==> config.mk <==
export PLATFORM = sky130hd
export DESIGN_NAME = flash_rst_rdy_ctrl
export DESIGN_NICKNAME = d
export VERILOG_FILES = /design/src/rtl/flash_rr_pkg.sv /design/src/rtl/flash_rst_filter.sv /design/src/rtl/flash_prot_check.sv /design/src/rtl/flash_rst_rdy_ctrl.sv
export SDC_FILE = /design/constraint.sdc
export NUM_CORES = 1
export LEC_CHECK = 0
export CAP_MARGIN = 10
export CORE_MARGIN = 2
export CORE_UTILIZATION = 46
export DETAILED_ROUTE_END_ITERATION = 16
export DONT_BUFFER_PORTS = 1
export PLACE_DENSITY_LB_ADDON = 0.1
export REMOVE_ABC_BUFFERS = 1
export SLEW_MARGIN = 20
export SYNTH_ARGS = -nofsm -noshare
export SYNTH_HDL_FRONTEND = slang
export SYNTH_SLANG_ARGS = --single-unit
==> constraint.sdc <==
create_clock -name clk -period 1.6 [get_ports clk]
set_input_delay 0.32 -clock clk [delete_from_list [all_inputs] [get_ports clk]]
set_output_delay 0.32 -clock clk [all_outputs]
set_load 0.02 [all_outputs]
==> src/rtl/flash_rr_pkg.sv <==
package flash_rr_pkg;

  typedef enum logic [1:0] {
    PIN_LOW  = 2'b00,
    PIN_NORM = 2'b01,
    PIN_HV   = 2'b10,
    PIN_RSV  = 2'b11
  } pin_lvl_e;

  typedef enum logic [1:0] {
    ST_READY   = 2'b00,
    ST_HOLD    = 2'b01,
    ST_RECOVER = 2'b10
  } rst_state_e;

  // block index from a byte address
  function automatic logic [3:0] blk_of(input logic [19:0] addr);
    return addr[19:16];
  endfunction

  // protection group: two adjacent blocks share one group
  function automatic logic [2:0] grp_of(input logic [19:0] addr);
    logic [3:0] b;
    b = blk_of(addr);
    return b[3:1];
  endfunction

endpackage

==> src/rtl/flash_rst_filter.sv <==
module flash_rst_filter
  import flash_rr_pkg::*;
#(
  parameter int MIN_RST_CYC = 4,
  parameter int REC_CYC     = 6
) (
  input  logic clk,
  input  logic rst_n,
  input  logic pin_low,
  output logic rdy,
  output logic hold
);
  localparam int LCW = $clog2(MIN_RST_CYC + 1);
  localparam int RCW = $clog2(REC_CYC + 1);
  localparam logic [LCW-1:0] LOW_LAST = LCW'(MIN_RST_CYC - 1);
  localparam logic [RCW-1:0] REC_LAST = RCW'(REC_CYC - 1);

  rst_state_e      st_q;
  logic [LCW-1:0]  low_cnt;
  logic [RCW-1:0]  rec_cnt;
  logic            low_done;   // event: held low long enough
  logic            rec_done;   // event: recovery window over

  assign low_done = pin_low && (low_cnt == LOW_LAST);
  assign rec_done = (st_q == ST_RECOVER) && !low_done && (rec_cnt == REC_LAST);

  always_ff @(posedge clk or negedge rst_n) begin
    if (!rst_n) begin
      low_cnt <= '0;
    end else if (!pin_low) begin
      low_cnt <= '0;
    end else if (low_cnt != LCW'(MIN_RST_CYC)) begin
      low_cnt <= low_cnt + 1'b1;
    end
  end

  always_ff @(posedge clk or negedge rst_n) begin
    if (!rst_n) begin
      st_q    <= ST_READY;
      rec_cnt <= '0;
    end else if (low_done) begin
      st_q    <= ST_HOLD;
      rec_cnt <= '0;
    end else begin
      case (st_q)
        ST_HOLD: if (!pin_low) begin
          st_q    <= ST_RECOVER;
          rec_cnt <= '0;
        end
        ST_RECOVER: if (rec_done) begin
          st_q <= ST_READY;
        end else begin
          rec_cnt <= rec_cnt + 1'b1;
        end
        default: st_q <= ST_READY;
      endcase
    end
  end

  assign rdy  = (st_q == ST_READY);
  assign hold = (st_q == ST_HOLD);

  a_r2_short_pulse_ignored: assert property (@(posedge clk) disable iff (!rst_n)
    (rdy && pin_low && low_cnt < LOW_LAST) |=> rdy);
  a_r3_reset_taken: assert property (@(posedge clk) disable iff (!rst_n)
    low_done |=> hold);
  a_r4_exit_after_window: assert property (@(posedge clk) disable iff (!rst_n)
    (st_q == ST_RECOVER && !rdy) ##1 rdy |-> $past(rec_cnt) == REC_LAST);
  a_r4_no_early_ready: assert property (@(posedge clk) disable iff (!rst_n)
    hold |=> !rdy);

endmodule

==> src/rtl/flash_prot_check.sv <==
module flash_prot_check
  import flash_rr_pkg::*;
#(
  parameter int ADDR_W = 20,
  parameter int N_GRP  = 8
) (
  input  logic              clk,
  input  logic              rst_n,
  input  logic              req_valid,
  input  logic [ADDR_W-1:0] req_addr,
  input  logic [N_GRP-1:0]  grp_prot,
  input  logic              hv_unprot,
  input  logic              if_open,
  output logic              perm_valid,
  output logic              perm_ok
);
  logic [2:0] grp;
  logic       grp_locked;

  assign grp        = grp_of(req_addr[19:0]);
  assign grp_locked = grp_prot[grp] && !hv_unprot;

  always_ff @(posedge clk or negedge rst_n) begin
    if (!rst_n) begin
      perm_valid <= 1'b0;
      perm_ok    <= 1'b0;
    end else begin
      perm_valid <= req_valid;
      perm_ok    <= req_valid && if_open && !grp_locked;
    end
  end

  a_r7_locked_denied: assert property (@(posedge clk) disable iff (!rst_n)
    (req_valid && !hv_unprot && grp_prot[grp]) |=> (perm_valid && !perm_ok));
  a_r8_hv_granted: assert property (@(posedge clk) disable iff (!rst_n)
    (req_valid && hv_unprot && if_open) |=> perm_ok);
  a_r9_closed_denied: assert property (@(posedge clk) disable iff (!rst_n)
    (req_valid && !if_open) |=> !perm_ok);
  a_r7_ok_needs_valid: assert property (@(posedge clk) disable iff (!rst_n)
    perm_ok |-> perm_valid);

endmodule

==> src/rtl/flash_rst_rdy_ctrl.sv <==
module flash_rst_rdy_ctrl
  import flash_rr_pkg::*;
#(
  parameter int MIN_RST_CYC = 4,
  parameter int REC_CYC     = 6,
  parameter int ADDR_W      = 20,
  parameter int N_BLK       = 16,
  localparam int N_GRP      = N_BLK / 2
) (
  input  logic              clk,
  input  logic              rst_n,
  input  logic [1:0]        rst_pin_lvl,
  input  logic              lockout,
  input  logic              eng_busy,
  input  logic              eng_suspend,
  input  logic [N_GRP-1:0]  grp_prot,
  input  logic              req_valid,
  input  logic [ADDR_W-1:0] req_addr,
  output logic              rb_pull,
  output logic              cmd_en,
  output logic              abort_req,
  output logic              perm_valid,
  output logic              perm_ok
);
  logic pin_low, hv_unprot, rdy, hold, eng_active;

  assign pin_low    = (rst_pin_lvl == PIN_LOW);
  assign hv_unprot  = (rst_pin_lvl == PIN_HV);
  assign eng_active = eng_busy && !eng_suspend;

  flash_rst_filter #(.MIN_RST_CYC(MIN_RST_CYC), .REC_CYC(REC_CYC)) u_filt (
    .clk(clk), .rst_n(rst_n), .pin_low(pin_low), .rdy(rdy), .hold(hold));

  assign rb_pull   = !rdy || eng_active;
  assign cmd_en    = rdy && !lockout;
  assign abort_req = eng_busy && (lockout || hold);

  flash_prot_check #(.ADDR_W(ADDR_W), .N_GRP(N_GRP)) u_prot (
    .clk(clk), .rst_n(rst_n), .req_valid(req_valid), .req_addr(req_addr),
    .grp_prot(grp_prot), .hv_unprot(hv_unprot), .if_open(cmd_en),
    .perm_valid(perm_valid), .perm_ok(perm_ok));

  a_r5_open_means_ready: assert property (@(posedge clk) disable iff (!rst_n)
    cmd_en |-> (!rb_pull || eng_active));
  a_r6_lockout_closes: assert property (@(posedge clk) disable iff (!rst_n)
    lockout |-> !cmd_en);
  a_r3_busy_in_reset: assert property (@(posedge clk) disable iff (!rst_n)
    hold |-> (rb_pull && !cmd_en));

endmodule

# Word-level counts from Yosys, hierarchy flattened
# Cells that the tools add are included.
dict set report totals {
  ff_bits 10
  in_bits 36
  out_inout_bits 5
  elab_cells 52
}
dict set report op_classes {
  addsub 2
  order_cmp 1
  n_eq_ne 10
  muxes 12
  n_reduce_logical 22
}
# cell n
set ops {}
lappend ops {{$mux 3} 5}
lappend ops {{$logic_and 1x1->1} 9}
lappend ops {{$add 3x1->3 const B} 2}
lappend ops {{$logic_not 1->1} 6}
lappend ops {{$mux 2} 3}
lappend ops {{$ne 3x3->1 const B} 2}
lappend ops {{$pmux 3 s2} 1}
lappend ops {{$eq 2x2->1 const B} 2}
lappend ops {{$logic_not 2->1} 2}
lappend ops {{$lt 3x4->1 const B} 1}
lappend ops {{$pmux 2 s2} 1}
lappend ops {{$bmux 1 s3} 1}
lappend ops {{$eq 3x2->1 const B} 1}
lappend ops {{$eq 3x3->1 const B} 1}
lappend ops {{$ne 3x1->1 const B} 1}
lappend ops {{$ne 3x2->1 const B} 1}
lappend ops {{$reduce_and 3->1} 1}
lappend ops {{$reduce_bool 3->1} 1}
lappend ops {{$eq 2x1->1 const B} 1}
lappend ops {{$logic_or 1x1->1} 2}
lappend ops {{$ne 2x2->1 const B} 1}
lappend ops {{$reduce_and 2->1} 1}
lappend ops {{$mux 1} 1}

# Depth between registers and ports, before layout
# Gate-level depths: netlist of the first run.
dict set report logic_depth {
  word_depth 8
  mapped_depth 5
  depth_no_buf 5
}

# Cells and area by module
# A second synthesis of the first run with hierarchy kept.
dict set report unflattened {
  cells_unflattened 71
  hier_area_um2 680.7
}
# module n_inst cells_per_inst area_each_um2 seq_area_each_um2
set modules_own_cells {}
lappend modules_own_cells {flash_rst_filter 1 53 519.2 200.2}
lappend modules_own_cells {flash_prot_check 1 11 126.4 50.0}
lappend modules_own_cells {flash_rst_rdy_ctrl 1 7 35.0 0.0}

# Least setup slack after synthesis of the first run
# Ideal clock, no wire load.
dict set report synth_path {
  path_type {register to register}
  startpoint {reg u_filt.st_q[1]}
  endpoint {reg u_filt.rec_cnt[1]}
  setup_time_ps 119
  arrival_time_ps 1373
  required_time_ps 1481
  setup_slack_ps 108
  path_stages_with_launch 6
  path_buffers 0
  period_less_slack_ps 1492
  path_cell_list {dfrtp_1 -> inv_1 -> ha_1 -> or3b_4 -> and4b_1 -> o21a_1}
}
dict set report synth_between {
  elab_chain_cells 5
  elab_cells_between_ends 10
  cone_classes {eq/ne: 4; mux: 2; reduce/logical: 4}
}
# element line_no
set synth_rtl {}
lappend synth_rtl {{from (decl)} flash_rst_filter.sv:18} ;# rst_state_e st_q;
lappend synth_rtl {{from (signal assigned)} flash_rst_filter.sv:39} ;# st_q <= ST_READY;
lappend synth_rtl {{from (signal assigned)} flash_rst_filter.sv:42} ;# st_q <= ST_HOLD;
lappend synth_rtl {{from (signal assigned)} flash_rst_filter.sv:47} ;# st_q <= ST_RECOVER;
lappend synth_rtl {{$eq 2x2->1} {flash_rst_filter.sv:25, flash_rst_filter.sv:45}}
lappend synth_rtl {{$logic_and 1x1->1 (2 in a row)} flash_rst_filter.sv:25} ;# assign rec_done = (st_q == ST_RECOVER) && !low_done && (rec_cnt == REC_LAST);
lappend synth_rtl {{$ne 3x2->1 (no source line)} -}
lappend synth_rtl {{$reduce_and 3->1 (no source line)} -}
lappend synth_rtl {{to (signal assigned)} flash_rst_filter.sv:53} ;# rec_cnt <= rec_cnt + 1'b1;
lappend synth_rtl {{to (decl)} flash_rst_filter.sv:20} ;# logic [RCW-1:0] rec_cnt;
# Several ways; a longest one is shown, not always the timed one.
# A chain may end at the register's enable or synchronous reset.

# Worst setup path after layout of the first run
dict set report layout_path {
  startpoint {reg u_filt.st_q[1]}
  endpoint {out abort_req}
}
dict set report layout_between {
  elab_chain_cells 3
}
# element line_no
set layout_rtl {}
lappend layout_rtl {{$eq 2x1->1} flash_rst_filter.sv:61} ;# assign hold = (st_q == ST_HOLD);
lappend layout_rtl {{$logic_or 1x1->1} flash_rst_rdy_ctrl.sv:36} ;# assign abort_req = eng_busy && (lockout || hold);
lappend layout_rtl {{$logic_and 1x1->1} flash_rst_rdy_ctrl.sv:36}
lappend layout_rtl {{to (decl)} flash_rst_rdy_ctrl.sv:21} ;# output logic abort_req,
# No other way between the ends.

==> results of run 1 <==
-- worst max-delay path: stages, from the launching register on --
cell and delay, ns:
sky130_fd_sc_hd__dfrtp_1 0.38, sky130_fd_sc_hd__inv_2 0.07, sky130_fd_sc_hd__ha_1 0.16, sky130_fd_sc_hd__buf_6 0.11, sky130_fd_sc_hd__nor2_1 0.04, sky130_fd_sc_hd__nor2_2 0.22
-- per-layer routing --
metal  track usage [%]  vias to the layer above  wire length (µm)
met3              2.59                        4                50
li1                  -                      261                 -
met5                 0                        -                 0
met1              21.6                      245               587
met2              25.9                       13               608
met4              7.74                        0                22
-- cells by family after synthesis --
| group | count (synthesis) | share of synthesized area (%) |
|---|---|---|
| DFF | 10 | 37.7 |
| buffers and inverters | 10 | 5.65 |
| muxes | 4 | 7.91 |
| and+or+nand+nor | 17 | 13.7 |
| xor gates and xnor gates | 1 | 1.32 |
| AOI/OAI and AO/OA | 17 | 18.6 |
| adders and majority gates | 8 | 15.1 |
-- final timing paths --
kind / startpoint / endpoint / slack, ns / cells after the start
max in group asynchronous: rst_n / u_filt.st_q[1]$_DFFE_PN0P_ / 0.80 / 1
min in group asynchronous: rst_n / u_filt.low_cnt[2]$_DFFE_PN0P_ / 0.47 / 1
min reg2reg: u_filt.rec_cnt[0]$_DFFE_PN0P_ / u_filt.rec_cnt[0]$_DFFE_PN0P_ / 0.60 / 1
min: req_valid / u_prot.perm_valid$_DFF_PN0_ / 0.09 / 0
max reg2reg: u_filt.st_q[1]$_DFFE_PN0P_ / u_filt.rec_cnt[1]$_DFFE_PN0P_ / 0.11 / 5
max: u_filt.st_q[1]$_DFFE_PN0P_ / abort_req / 0.03 / 5
-- Yosys cell counts, types with 2 or more instances --
library cell,count
sky130_fd_sc_hd__dfrtp_1,10
sky130_fd_sc_hd__inv_1,10
sky130_fd_sc_hd__ha_1,8
sky130_fd_sc_hd__nor2_1,4
sky130_fd_sc_hd__a21boi_0,3
sky130_fd_sc_hd__mux2i_1,3
sky130_fd_sc_hd__nand2_1,3
sky130_fd_sc_hd__nand3_1,3
sky130_fd_sc_hd__o21ai_0,3
sky130_fd_sc_hd__a21oi_1,2
sky130_fd_sc_hd__a31oi_1,2
sky130_fd_sc_hd__a32o_1,2
sky130_fd_sc_hd__nor2b_1,2
sky130_fd_sc_hd__nor3_1,2
-- power by group through the flow --
stage                     clock, mW  sequential, mW  combinational, mW
after floorplan                   0           0.286             0.0619
after global placement            0           0.287             0.0740
after detailed placement          0           0.288             0.0774
after CTS                     0.175           0.283             0.0854
after global routing          0.194           0.284             0.0970
final                         0.165           0.283             0.0848
-- per-stage QoR --
step / area [µm²] / setup TNS [ns] / hold WS, ns
2_1_floorplan: 664 / 0 / 0.0244
3_3_place_gp: 706 / 0 / 0.0246
3_5_place_dp: 706 / 0 / 0.0246
4_1_cts: 741 / 0 / 0.0812
5_1_grt: 752 / -0.0682 / 0.0698
6_report: 752 / 0 / 0.0870
-- final cells by class --
cell class                      count  area [µm²]
Inverter                           10        37.5
Multi-Input combinational cell     47         379
Timing Repair Buffer                5        43.8
Clock buffer                        3        22.5
Sequential cell                    10         250
Fill cell                         127         566
Tap cell                           15        18.8
-- cells in the final DEF, fill, tap and decap left out, drive strengths merged, types with 2 or more instances in the layout --
cell    instances
ha              8
a21boi          3
clkbuf          3
mux2i           3
buf             4
inv            10
dfrtp          10
nor2            4
nand2           3
o21ai           3
a31oi           2
a21oi           2
nand3           3
a32o            2
nor2b           2
nor3            2
-- registers in the layout, summed over array words and instances, names as in the netlist --
signal             count
u_prot.perm_valid      1
u_filt.rec_cnt         3
u_filt.st_q            2
u_filt.low_cnt         3
u_prot.perm_ok         1
-- repair_timing --
item | 4_1_cts | 5_1_grt
hold endpoints to repair | 10 | 0
setup endpoints to repair | 1 | 5
hold buffers | 1 | 0
buffers inserted | 0 | 1
resized for setup | 1 | 3
pin swaps | 0 | 1
==> metrics.log, run 1 <==
INFO  metric status = finished, final reports clean
INFO  metric switching_power_summed_over_all_nets = 0.134 mW
INFO  metric first_iter_violations = 16
INFO  metric clk_transition_reported_paths = roughly 0.06 ns
INFO  metric tritoncts = done
INFO  metric netlist_instances = 67
INFO  metric clock_tree.htree_level_count = 1
INFO  metric antenna_left = 0
INFO  metric all_layer_gr_usage = approximately 16%
INFO  metric finalHoldViolCount = 0
INFO  metric synthDominantCellAreaShare = a little under two fifths
INFO  metric final_net_count = 121
INFO  metric clockBufferDepth = 2
INFO  metric initial_utilization = 50.4%
INFO  metric power.static_leakage = 0.357 nW
INFO  metric largest_area_contributor_in_the_netlist = sky130_fd_sc_hd__dfrtp_1
INFO  metric fin_cells = 90
INFO  metric detailed_place_hpwl = between 900 and 1000 µm
INFO  metric synth-async-reset-ratio = 100%
INFO  metric core_region_area = around 1300 µm²
INFO  metric placed_cells_incl_taps = 85
INFO  metric syn2layout_area_growth = 13.2%
INFO  metric master_cell_of_the_clock_root_buffer = sky130_fd_sc_hd__clkbuf_4
INFO  metric cts_buffers = 3
INFO  metric layout_setup_ws = 0.0307 ns
INFO  metric synth-main-ff-cell = sky130_fd_sc_hd__dfrtp_1
INFO  metric postSynthRegisterBits = 10
INFO  metric intPower = between 0.3 and 0.4 mW
INFO  metric detail_route.wl_per_cell = between 10 and 15 µm
INFO  metric tightest_slew = between 0.5 and 0.6 ns
INFO  metric antenna-diode-count = 0
INFO  metric fmax = approximately 0.64 GHz
INFO  metric final_power = approximately 0.53 mW
INFO  metric placement.setup.worst_slack = roughly 0.098 ns
INFO  metric die_x = approximately 42 µm
INFO  metric timing.final.crit_period = around 1.6 ns
INFO  metric synthDistinctLibCells = 24
INFO  metric syn_avg_cell_area = 9.92 µm²
INFO  metric cp_max_fo = 4
INFO  metric die_h = about 42 µm
INFO  metric critical_path_data_required_time = 1.28 ns
INFO  metric clock_insertion_delay_worst_skew = approximately 0.26 ns
INFO  metric synth_seq_area_share = 37.7%
INFO  metric hp-class = input pin to flip-flop
INFO  metric count_of_clock_tree_sinks = 10
INFO  metric worst_slew_margin_relative_to_its_limit = between 60% and 70%
INFO  metric drc = 0
INFO  metric post-route-period-util = around 98%
INFO  metric fp.dieArea = 1760 µm²
INFO  metric combinationalPowerShare = between 10% and 20%
INFO  metric ys.warnings.count = 0
INFO  metric drt-pass1-iter-count = 4
INFO  metric finalWeightedCongestion = between 0.7 and 0.8
INFO  metric vias_per_cell = slightly below 6
INFO  metric grt_antenna_before_repair = 0
INFO  metric drv_cap = 0
INFO  metric finalWirelength = 1270 µm
INFO  metric timing.setup.critical_path_class = flip-flop to output pin
INFO  metric finalSetupViolations = 0
INFO  metric clock_skew = about 0.0003 ns
INFO  metric synthesis.area = around 660 µm²
INFO  metric max-vdd-ir-drop = slightly below 0.0004 V
INFO  metric switching_share = 25.1%
INFO  metric share_of_cells_above_drive_strength_1 = 14.7%
INFO  metric io-pin-count = between 40 and 50
INFO  metric critical_path_capture_point_type = output pin
INFO  metric power.density = 708 nW/µm²
INFO  metric layout.core_utilization = 57.1%
INFO  metric worst_ep_arrival_time = about 1.3 ns
INFO  metric rsz_0062_raised_after_global_routing = true
INFO  metric gr-total-overflow = 0
INFO  metric grt_first_pass_wirelength = between 2000 and 2500 µm
INFO  metric via_count = around 520
INFO  metric worstSetupStartpointType = flip-flop
INFO  metric clockPowerShare = 31.0%
INFO  metric power.share.sequential = a little over half
INFO  metric number_of_synthesized_flops_with_an_enable_pin = 0
INFO  metric final-max-slew-violation-count = 0
INFO  metric synth.area.top_cells = sky130_fd_sc_hd__dfrtp_1, sky130_fd_sc_hd__ha_1, sky130_fd_sc_hd__inv_1
INFO  metric numPortBuffers = 0
INFO  metric grt_start_max_net_pins = 11
INFO  metric via_count_of_the_first_global_routing_pass = between 500 and 600
INFO  metric number_of_placement_rows = 13
Note: power is estimated with default switching activity, not from simulation.
==> run 2, diff against run 1 <==
--- a/config.mk
+++ b/config.mk
@@ -5,7 +5,7 @@
 export SDC_FILE = /design/constraint.sdc
 export NUM_CORES = 1
 export LEC_CHECK = 0
-export CAP_MARGIN = 10
+export CAP_MARGIN = 0
 export CORE_MARGIN = 2
 export CORE_UTILIZATION = 46
 export DETAILED_ROUTE_END_ITERATION = 16
==> constraint.sdc (replaced) <==
create_clock -name clk -period 1.3 [get_ports clk]
set_input_delay 0.26 -clock clk [delete_from_list [all_inputs] [get_ports clk]]
set_output_delay 0.26 -clock clk [all_outputs]
set_load 0.02 [all_outputs]
==> metrics.log, run 2 (synthesis gave the netlist of run 1 again) <==
INFO  metric clk_transition_reported_paths = 0.07 ns
INFO  metric final_power = roughly 0.7 mW
INFO  metric die_h = 42.0 µm
INFO  metric first_iter_violations = 14
INFO  metric placed_cell_area = 766 µm²
INFO  metric fp.dieArea = 1760 µm²
INFO  metric grt_antenna_before_repair = 0
INFO  metric tightest_slew = roughly 0.48 ns
INFO  metric critical_path_capture_point_type = output pin
INFO  metric cp_max_fo = 2
INFO  metric worst_ep_arrival_time = about 1.2 ns
INFO  metric antenna_left = 0
INFO  metric timing.critical_path.cells = inv_2 > buf_6 > ha_4 > nor2b_4 > buf_6
INFO  metric grt_util_met2 = roughly 27%
INFO  metric power.density = 807 nW/µm²
INFO  metric clockBufferDepth = 2
INFO  metric r2r_cells = 5
INFO  metric worst_slew_margin_relative_to_its_limit = between 60% and 70%
INFO  metric biggestRegsByFlops = u_filt.low_cnt x3, u_filt.rec_cnt x3, u_filt.st_q x2
INFO  metric layout.cells.most_common_list = sky130_fd_sc_hd__dfrtp_1, sky130_fd_sc_hd__buf_4, sky130_fd_sc_hd__inv_1, sky130_fd_sc_hd__ha_1
INFO  metric clock_insertion_delay_worst_skew = approximately 0.25 ns
INFO  metric antenna-diode-count = 0
INFO  metric layout_setup_ws = -0.184 ns
INFO  metric fillerInstances = about 110
INFO  metric rsz_0062_raised_after_global_routing = true
INFO  metric finalSetupViolations = 8
INFO  metric final_net_count = about 130
INFO  metric critical-path-slowest-cell = sky130_fd_sc_hd__dfrtp_1
INFO  metric via_count_of_the_first_global_routing_pass = roughly 530
INFO  metric finalWirelength = 1480 µm
INFO  metric tritoncts = done
INFO  metric setup.worst_path.end = cmd_en
INFO  metric numPortBuffers = 0
INFO  metric grt_most_used_layer = met2
INFO  metric layout.cells.most_common = sky130_fd_sc_hd__dfrtp_1
INFO  metric power.share.sequential = 48.3%
INFO  metric fmax = roughly 0.67 GHz
INFO  metric final-max-slew-violation-count = 0
INFO  metric timing.final.crit_period = approximately 1.5 ns
INFO  metric drv_cap = 0
INFO  metric status = complete, but fails checks
INFO  metric detailed_place_hpwl = 1010 µm
INFO  metric placed_cells_incl_taps = between 90 and 100
INFO  metric power.static_leakage = 0.428 nW
INFO  metric critPathLaunch = u_filt.st_q[1]$_DFFE_PN0P_
INFO  metric worst_path_most_repeated_cell = sky130_fd_sc_hd__buf_6
INFO  metric critical_path_data_required_time = around 1.0 ns
INFO  metric drt-pass1-iter-count = 4
INFO  metric syn2layout_area_growth = 33.5%
INFO  metric vias_per_cell = ~5.7
INFO  metric finalHoldWorstSlack = about 0.032 ns
INFO  metric grtUsageMet3 = under 10%
INFO  metric clockPowerShare = about 29%
INFO  metric switching_share = about 25%
INFO  metric worst-r2r-setup-slack = -0.17 ns
INFO  metric io-pin-count = between 40 and 50
INFO  metric post-route-period-util = 114%
INFO  metric combinationalPowerShare = 22.6%
INFO  metric switching_power_summed_over_all_nets = about 0.18 mW
INFO  metric max-vdd-ir-drop = roughly 0.00064 V
INFO  metric timing.setup.critical_path_class = flip-flop to output pin
INFO  metric finalHoldViolCount = 0
INFO  metric cts_buffers = 3
INFO  metric drc = 0
INFO  metric r2r_end = u_filt.rec_cnt[1]$_DFFE_PN0P_
INFO  metric master_cell_of_the_clock_root_buffer = sky130_fd_sc_hd__clkbuf_4
INFO  metric timing.critical_path.slowest_cell_delay = between 0.3 and 0.4 ns
INFO  metric layout.core_utilization = 67.3%
INFO  metric grt_start_max_net_pins = 11
INFO  metric share_of_cells_above_drive_strength_1 = 36.1%
INFO  metric hp-class = input pin to flip-flop
INFO  metric worstSetupStartpointType = flip-flop
INFO  metric clock_skew = between 0.002 and 0.003 ns
INFO  metric finalWeightedCongestion = about 0.74
INFO  metric number_of_placement_rows = 13
INFO  metric via_count = 555
INFO  metric stdcell_area = around 890 µm²
INFO  metric detail_route.wl_per_cell = between 15 and 20 µm
INFO  metric core_region_area = 1320 µm²
INFO  metric intPower = around 0.53 mW
INFO  metric initial_utilization = 50.4%
INFO  metric count_of_clock_tree_sinks = 10
INFO  metric fin_cells = slightly below 100
INFO  metric clock_tree.htree_level_count = 1
INFO  metric all_layer_gr_usage = ~17%
INFO  metric critical_path.reg2reg.startpoint = u_filt.st_q[1]$_DFFE_PN0P_
INFO  metric die_x = about 42 µm
INFO  metric grt_first_pass_wirelength = between 2000 and 2500 µm
INFO  metric gr-total-overflow = 0
INFO  metric gr-usage-met1 = a little under a quarter
INFO  metric failed_checks = setup timing
==> run 2: worst max-delay path, delay by kind of cell, from the launching register on <==
family | cells | cell delay (ns)
adder cells (fa/ha/maj) | 1 | 0.11
buffers and inverters | 3 | 0.31
AND/OR/NAND/NOR | 1 | 0.15
flip-flops | 1 | 0.39
==> run 2: worst min path at each step <==
stage               startpoint                            end  slack [ns]  cells after the start
floorplan                rst_n  u_filt.low_cnt[0]$_DFFE_PN0P_       -0.04                      0
global placement         rst_n  u_filt.low_cnt[2]$_DFFE_PN0P_       -0.04                      0
detailed placement       rst_n  u_filt.low_cnt[0]$_DFFE_PN0P_       -0.04                      0
CTS                  req_valid    u_prot.perm_valid$_DFF_PN0_        0.03                      0
global route         req_valid    u_prot.perm_valid$_DFF_PN0_        0.02                      0
finish               req_valid    u_prot.perm_valid$_DFF_PN0_        0.03                      0
==> run 2: timing repair <==
| item | in CTS | in global routing |
|---|---|---|
| endpoints found under the setup margin | 8 | 9 |
| gates resized for setup | 13 | 11 |
| endpoints found under the hold margin | 10 | 0 |
| hold buffers | 1 | 0 |
| buffers inserted | 1 | 0 |
| pin swaps | 2 | 6 |
==> run 2: stage by stage <==
stage                     setup TNS (ns)  worst slack [ns]
final                             -0.908            -0.184
after global routing               -1.31            -0.237
after CTS                         -0.847            -0.175
after detailed placement          -0.414            -0.176
after global placement            -0.417            -0.166
after floorplan                   -0.287            -0.192
==> run 2: area by class of cell <==
class | count | area [µm²] | area share [%]
timing repair buffer | 13 | 111 | 12.6
inverter | 10 | 37.5 | 4.23
tap | 15 | 18.8 | 2.12
multi-input combinational | 47 | 447 | 50.4
sequential | 10 | 250 | 28.2
clock buffer | 3 | 22.5 | 2.54
==> run 2: power groups by stage <==
stage	sequential (mW)	combinational, mW	clock [mW]
5_1_grt	0.349	0.178	0.233
3_3_place_gp	0.352	0.136	0
6_report	0.346	0.162	0.208
2_1_floorplan	0.352	0.0762	0
4_1_cts	0.346	0.155	0.210
3_5_place_dp	0.352	0.139	0
==> run 2: per-layer routing <==
metal  share of wire [%]  wire length [µm]  vias up
met1                  42               618      263
met3                 3.5                51        4
met4                 1.8                27        0
met5                   0                 0        -
met2                  53               777       15
li1                    -                 -      273
==> run 3, diff against run 2 <==
--- a/config.mk
+++ b/config.mk
@@ -5,14 +5,16 @@
 export SDC_FILE = /design/constraint.sdc
 export NUM_CORES = 1
 export LEC_CHECK = 0
+export ABC_AREA = 1
 export CAP_MARGIN = 0
+export CORE_ASPECT_RATIO = 1.2
 export CORE_MARGIN = 2
 export CORE_UTILIZATION = 46
 export DETAILED_ROUTE_END_ITERATION = 16
 export DONT_BUFFER_PORTS = 1
 export PLACE_DENSITY_LB_ADDON = 0.1
 export REMOVE_ABC_BUFFERS = 1
-export SLEW_MARGIN = 20
+export SLEW_MARGIN = 10
 export SYNTH_ARGS = -nofsm -noshare
 export SYNTH_HDL_FRONTEND = slang
 export SYNTH_SLANG_ARGS = --single-unit
==> metrics.log, run 3 <==
INFO  metric synthDominantCellAreaShare = around 34%
INFO  metric worstSetupStartpointType = flip-flop
INFO  metric finalSetupTns = -0.496 ns
INFO  metric synth-main-ff-cell = sky130_fd_sc_hd__dfrtp_1
INFO  metric netlist_instances = a little under 100
INFO  metric drt-pass1-iter-count = 4
INFO  metric failed_checks = setup timing
INFO  metric placed_cells_incl_taps = around 120
INFO  metric tritoncts = done
INFO  metric ys.warnings.count = 0
INFO  metric synth-async-reset-ratio = 100%
INFO  metric clock_skew = ~0.00030 ns
INFO  metric layout.cells.most_common_list = sky130_fd_sc_hd__nand2_1, sky130_fd_sc_hd__inv_1, sky130_fd_sc_hd__dfrtp_1, sky130_fd_sc_hd__nand3_1, sky130_fd_sc_hd__buf_4
INFO  metric clock_tree.htree_level_count = 1
INFO  metric initial_utilization = 49.8%
INFO  metric synth.cells.most_frequent = sky130_fd_sc_hd__nand2_1, sky130_fd_sc_hd__inv_1, sky130_fd_sc_hd__nand3_1
INFO  metric gr-total-overflow = 0
INFO  metric fillerInstances = 120
INFO  metric power.density = ~670 nW/µm²
INFO  metric synth_seq_area_share = between 30% and 40%
INFO  metric hp-class = input pin to flip-flop
INFO  metric finalWirelength = 1460 µm
INFO  metric yosys.cell_count.top_type = sky130_fd_sc_hd__nand2_1
INFO  metric count_of_clock_tree_sinks = 10
INFO  metric fin_cells = roughly 130
INFO  metric grt_first_pass_wirelength = around 2300 µm
INFO  metric syn_avg_cell_area = between 7 and 8 µm²
INFO  metric rsz_0062_raised_after_global_routing = true
INFO  metric core_region_area = ~1500 µm²
INFO  metric fp.dieArea = roughly 1900 µm²
INFO  metric vias_per_cell = between 5 and 6
INFO  metric timing.final.crit_period = between 1 and 1.5 ns
INFO  metric biggestRegsByFlops = u_filt.low_cnt x3, u_filt.rec_cnt x3, u_filt.st_q x2
INFO  metric syn2layout_area_growth = 33.6%
INFO  metric io-pin-count = about 40
INFO  metric drv_cap = 0
INFO  metric synth.area.top_cells = sky130_fd_sc_hd__dfrtp_1, sky130_fd_sc_hd__ha_1, sky130_fd_sc_hd__nand2_1
INFO  metric timing.setup.critical_path_class = flip-flop to output pin
INFO  metric final_net_count = roughly 160
INFO  metric fmax = around 0.69 GHz
INFO  metric final-max-slew-violation-count = 0
INFO  metric cp_max_fo = 3
INFO  metric critical_path_data_required_time = 1.04 ns
INFO  metric grt_antenna_before_repair = 0
INFO  metric postSynthRegisterBits = 10
INFO  metric all_layer_gr_usage = 17.9%
INFO  metric share_of_cells_above_drive_strength_1 = between 20% and 30%
INFO  metric numPortBuffers = 0
INFO  metric number_of_placement_rows = 15
INFO  metric via_count_of_the_first_global_routing_pass = approximately 600
INFO  metric placement.setup.worst_slack = -0.0445 ns
INFO  metric die_x = 40.4 µm
INFO  metric synthesis.area = around 730 µm²
INFO  metric grt_start_max_net_pins = 11
INFO  metric finalWeightedCongestion = 0.629
INFO  metric worst_ep_arrival_time = 1.19 ns
INFO  metric cts_buffers = 3
INFO  metric synthDistinctLibCells = 17
INFO  metric finalHoldViolCount = 0
INFO  metric largest_area_contributor_in_the_netlist = sky130_fd_sc_hd__dfrtp_1
INFO  metric clock_insertion_delay_worst_skew = ~0.26 ns
INFO  metric antenna-diode-count = 0
INFO  metric worst_slew_margin_relative_to_its_limit = 69.5%
INFO  metric critical_path_capture_point_type = output pin
INFO  metric final_power = roughly 0.65 mW
INFO  metric antenna_left = 0
INFO  metric master_cell_of_the_clock_root_buffer = sky130_fd_sc_hd__clkbuf_4
INFO  metric layout.cells.most_common = sky130_fd_sc_hd__nand2_1
INFO  metric clockBufferDepth = 2
INFO  metric status = complete, but fails checks
INFO  metric number_of_synthesized_flops_with_an_enable_pin = 0
INFO  metric post-route-period-util = 111%
INFO  metric drc = 0
INFO  metric first_iter_violations = 3
INFO  metric layout_setup_ws = -0.145 ns
INFO  metric tightest_slew = approximately 0.46 ns
INFO  metric clk_transition_reported_paths = roughly 0.06 ns
INFO  metric detailed_place_hpwl = ~1100 µm
INFO  metric detail_route.wl_per_cell = between 10 and 15 µm
INFO  metric power.static_leakage = 0.481 nW
INFO  metric die_h = between 40 and 50 µm
INFO  metric via_count = between 600 and 700
INFO  metric finalSetupViolations = 6
INFO  metric max-vdd-ir-drop = 0.000340 V
==> run 3: cell types whose count changed in the layout (fill, tap and decap cells not counted), moves of 3 or more <==
cell	delta
sky130_fd_sc_hd__inv_1	+10
sky130_fd_sc_hd__nand2_1	+23
sky130_fd_sc_hd__nand4_1	+3
sky130_fd_sc_hd__nand3_1	+7
sky130_fd_sc_hd__mux2i_1	-3
sky130_fd_sc_hd__buf_6	-3
sky130_fd_sc_hd__nand3_4	+3
==> run 3: layout make-up <==
cell class	count	area, µm²	share of cell area (%)
Multi-Input combinational cell	67	524	53.8
Sequential cell	10	250	25.7
Inverter	21	78.8	8.09
Timing Repair Buffer	10	77.6	7.96
Clock buffer	3	22.5	2.31
Tap cell	17	21.3	2.18
==> run 3: metal layers <==
| layer | part of all wire, % | vias up | wire [µm] | GRT usage, % |
|---|---|---|---|---|
| met5 | 0 | - | 0 | 0 |
| met1 | 38 | 304 | 554 | 16.5 |
| met2 | 55 | 18 | 808 | 33.7 |
| met3 | 4.0 | 4 | 59 | 3.72 |
| li1 | - | 342 | - | - |
| met4 | 2.5 | 0 | 36 | 12.0 |
==> run 3: repair_timing <==
action / 4_1_cts / 5_1_grt
setup endpoints to repair: 8 / 8
pin swaps: 5 / 9
endpoints found under the hold margin: 10 / 0
hold buffers: 1 / 0
gates resized for setup: 15 / 10
buffers inserted: 3 / 4
==> run 3: worst paths after layout <==
path	slack, ns	cells after the start	endpoint	from
max reg2reg	-0.11	8	u_filt.rec_cnt[2]$_DFFE_PN0P_	u_filt.st_q[0]$_DFFE_PN0P_
max in group asynchronous	0.60	1	u_filt.st_q[1]$_DFFE_PN0P_	rst_n
max	-0.15	5	cmd_en	u_filt.st_q[0]$_DFFE_PN0P_
min in group asynchronous	0.39	1	u_filt.rec_cnt[0]$_DFFE_PN0P_	rst_n
min	0.03	0	u_prot.perm_valid$_DFF_PN0_	req_valid
min reg2reg	0.51	2	u_filt.rec_cnt[1]$_DFFE_PN0P_	u_filt.rec_cnt[1]$_DFFE_PN0P_
==> run 3: kinds of logic after synthesis <==
| group | count (synthesis) | share of synthesized area [%] |
|---|---|---|
| AOI/OAI and AO/OA | 5 | 4.29 |
| adders and majority gates | 8 | 13.7 |
| buffers and inverters | 21 | 10.8 |
| DFF | 10 | 34.3 |
| and+or+nand+nor | 54 | 36.9 |
==> run 3: worst max-delay path, stage by stage, from the launching register on <==
cell,delay (ns)
sky130_fd_sc_hd__dfrtp_1,0.43
sky130_fd_sc_hd__inv_2,0.10
sky130_fd_sc_hd__ha_4,0.15
sky130_fd_sc_hd__inv_2,0.04
sky130_fd_sc_hd__nor2_1,0.07
sky130_fd_sc_hd__buf_4,0.14
==> run 3: where the power goes <==
group | internal, mW | total [mW] | leakage [nW] | switching, mW
clock | 0.106 | 0.201 | 0.0138 | 0.0949
sequential | 0.327 | 0.351 | 0.132 | 0.0238
combinational | 0.0421 | 0.0994 | 0.335 | 0.0573
==> run 3: per-stage QoR <==
| stage | util, % | hold WS, ns | area, µm² |
|---|---|---|---|
| after global routing | 66.6 | 0.0108 | 975 |
| after detailed placement | 52.8 | -0.0354 | 773 |
| after floorplan | - | -0.0356 | 729 |
| after global placement | 52.8 | -0.0354 | 773 |
| after CTS | 60.8 | 0.0215 | 890 |
| final | 66.6 | 0.0265 | 975 |
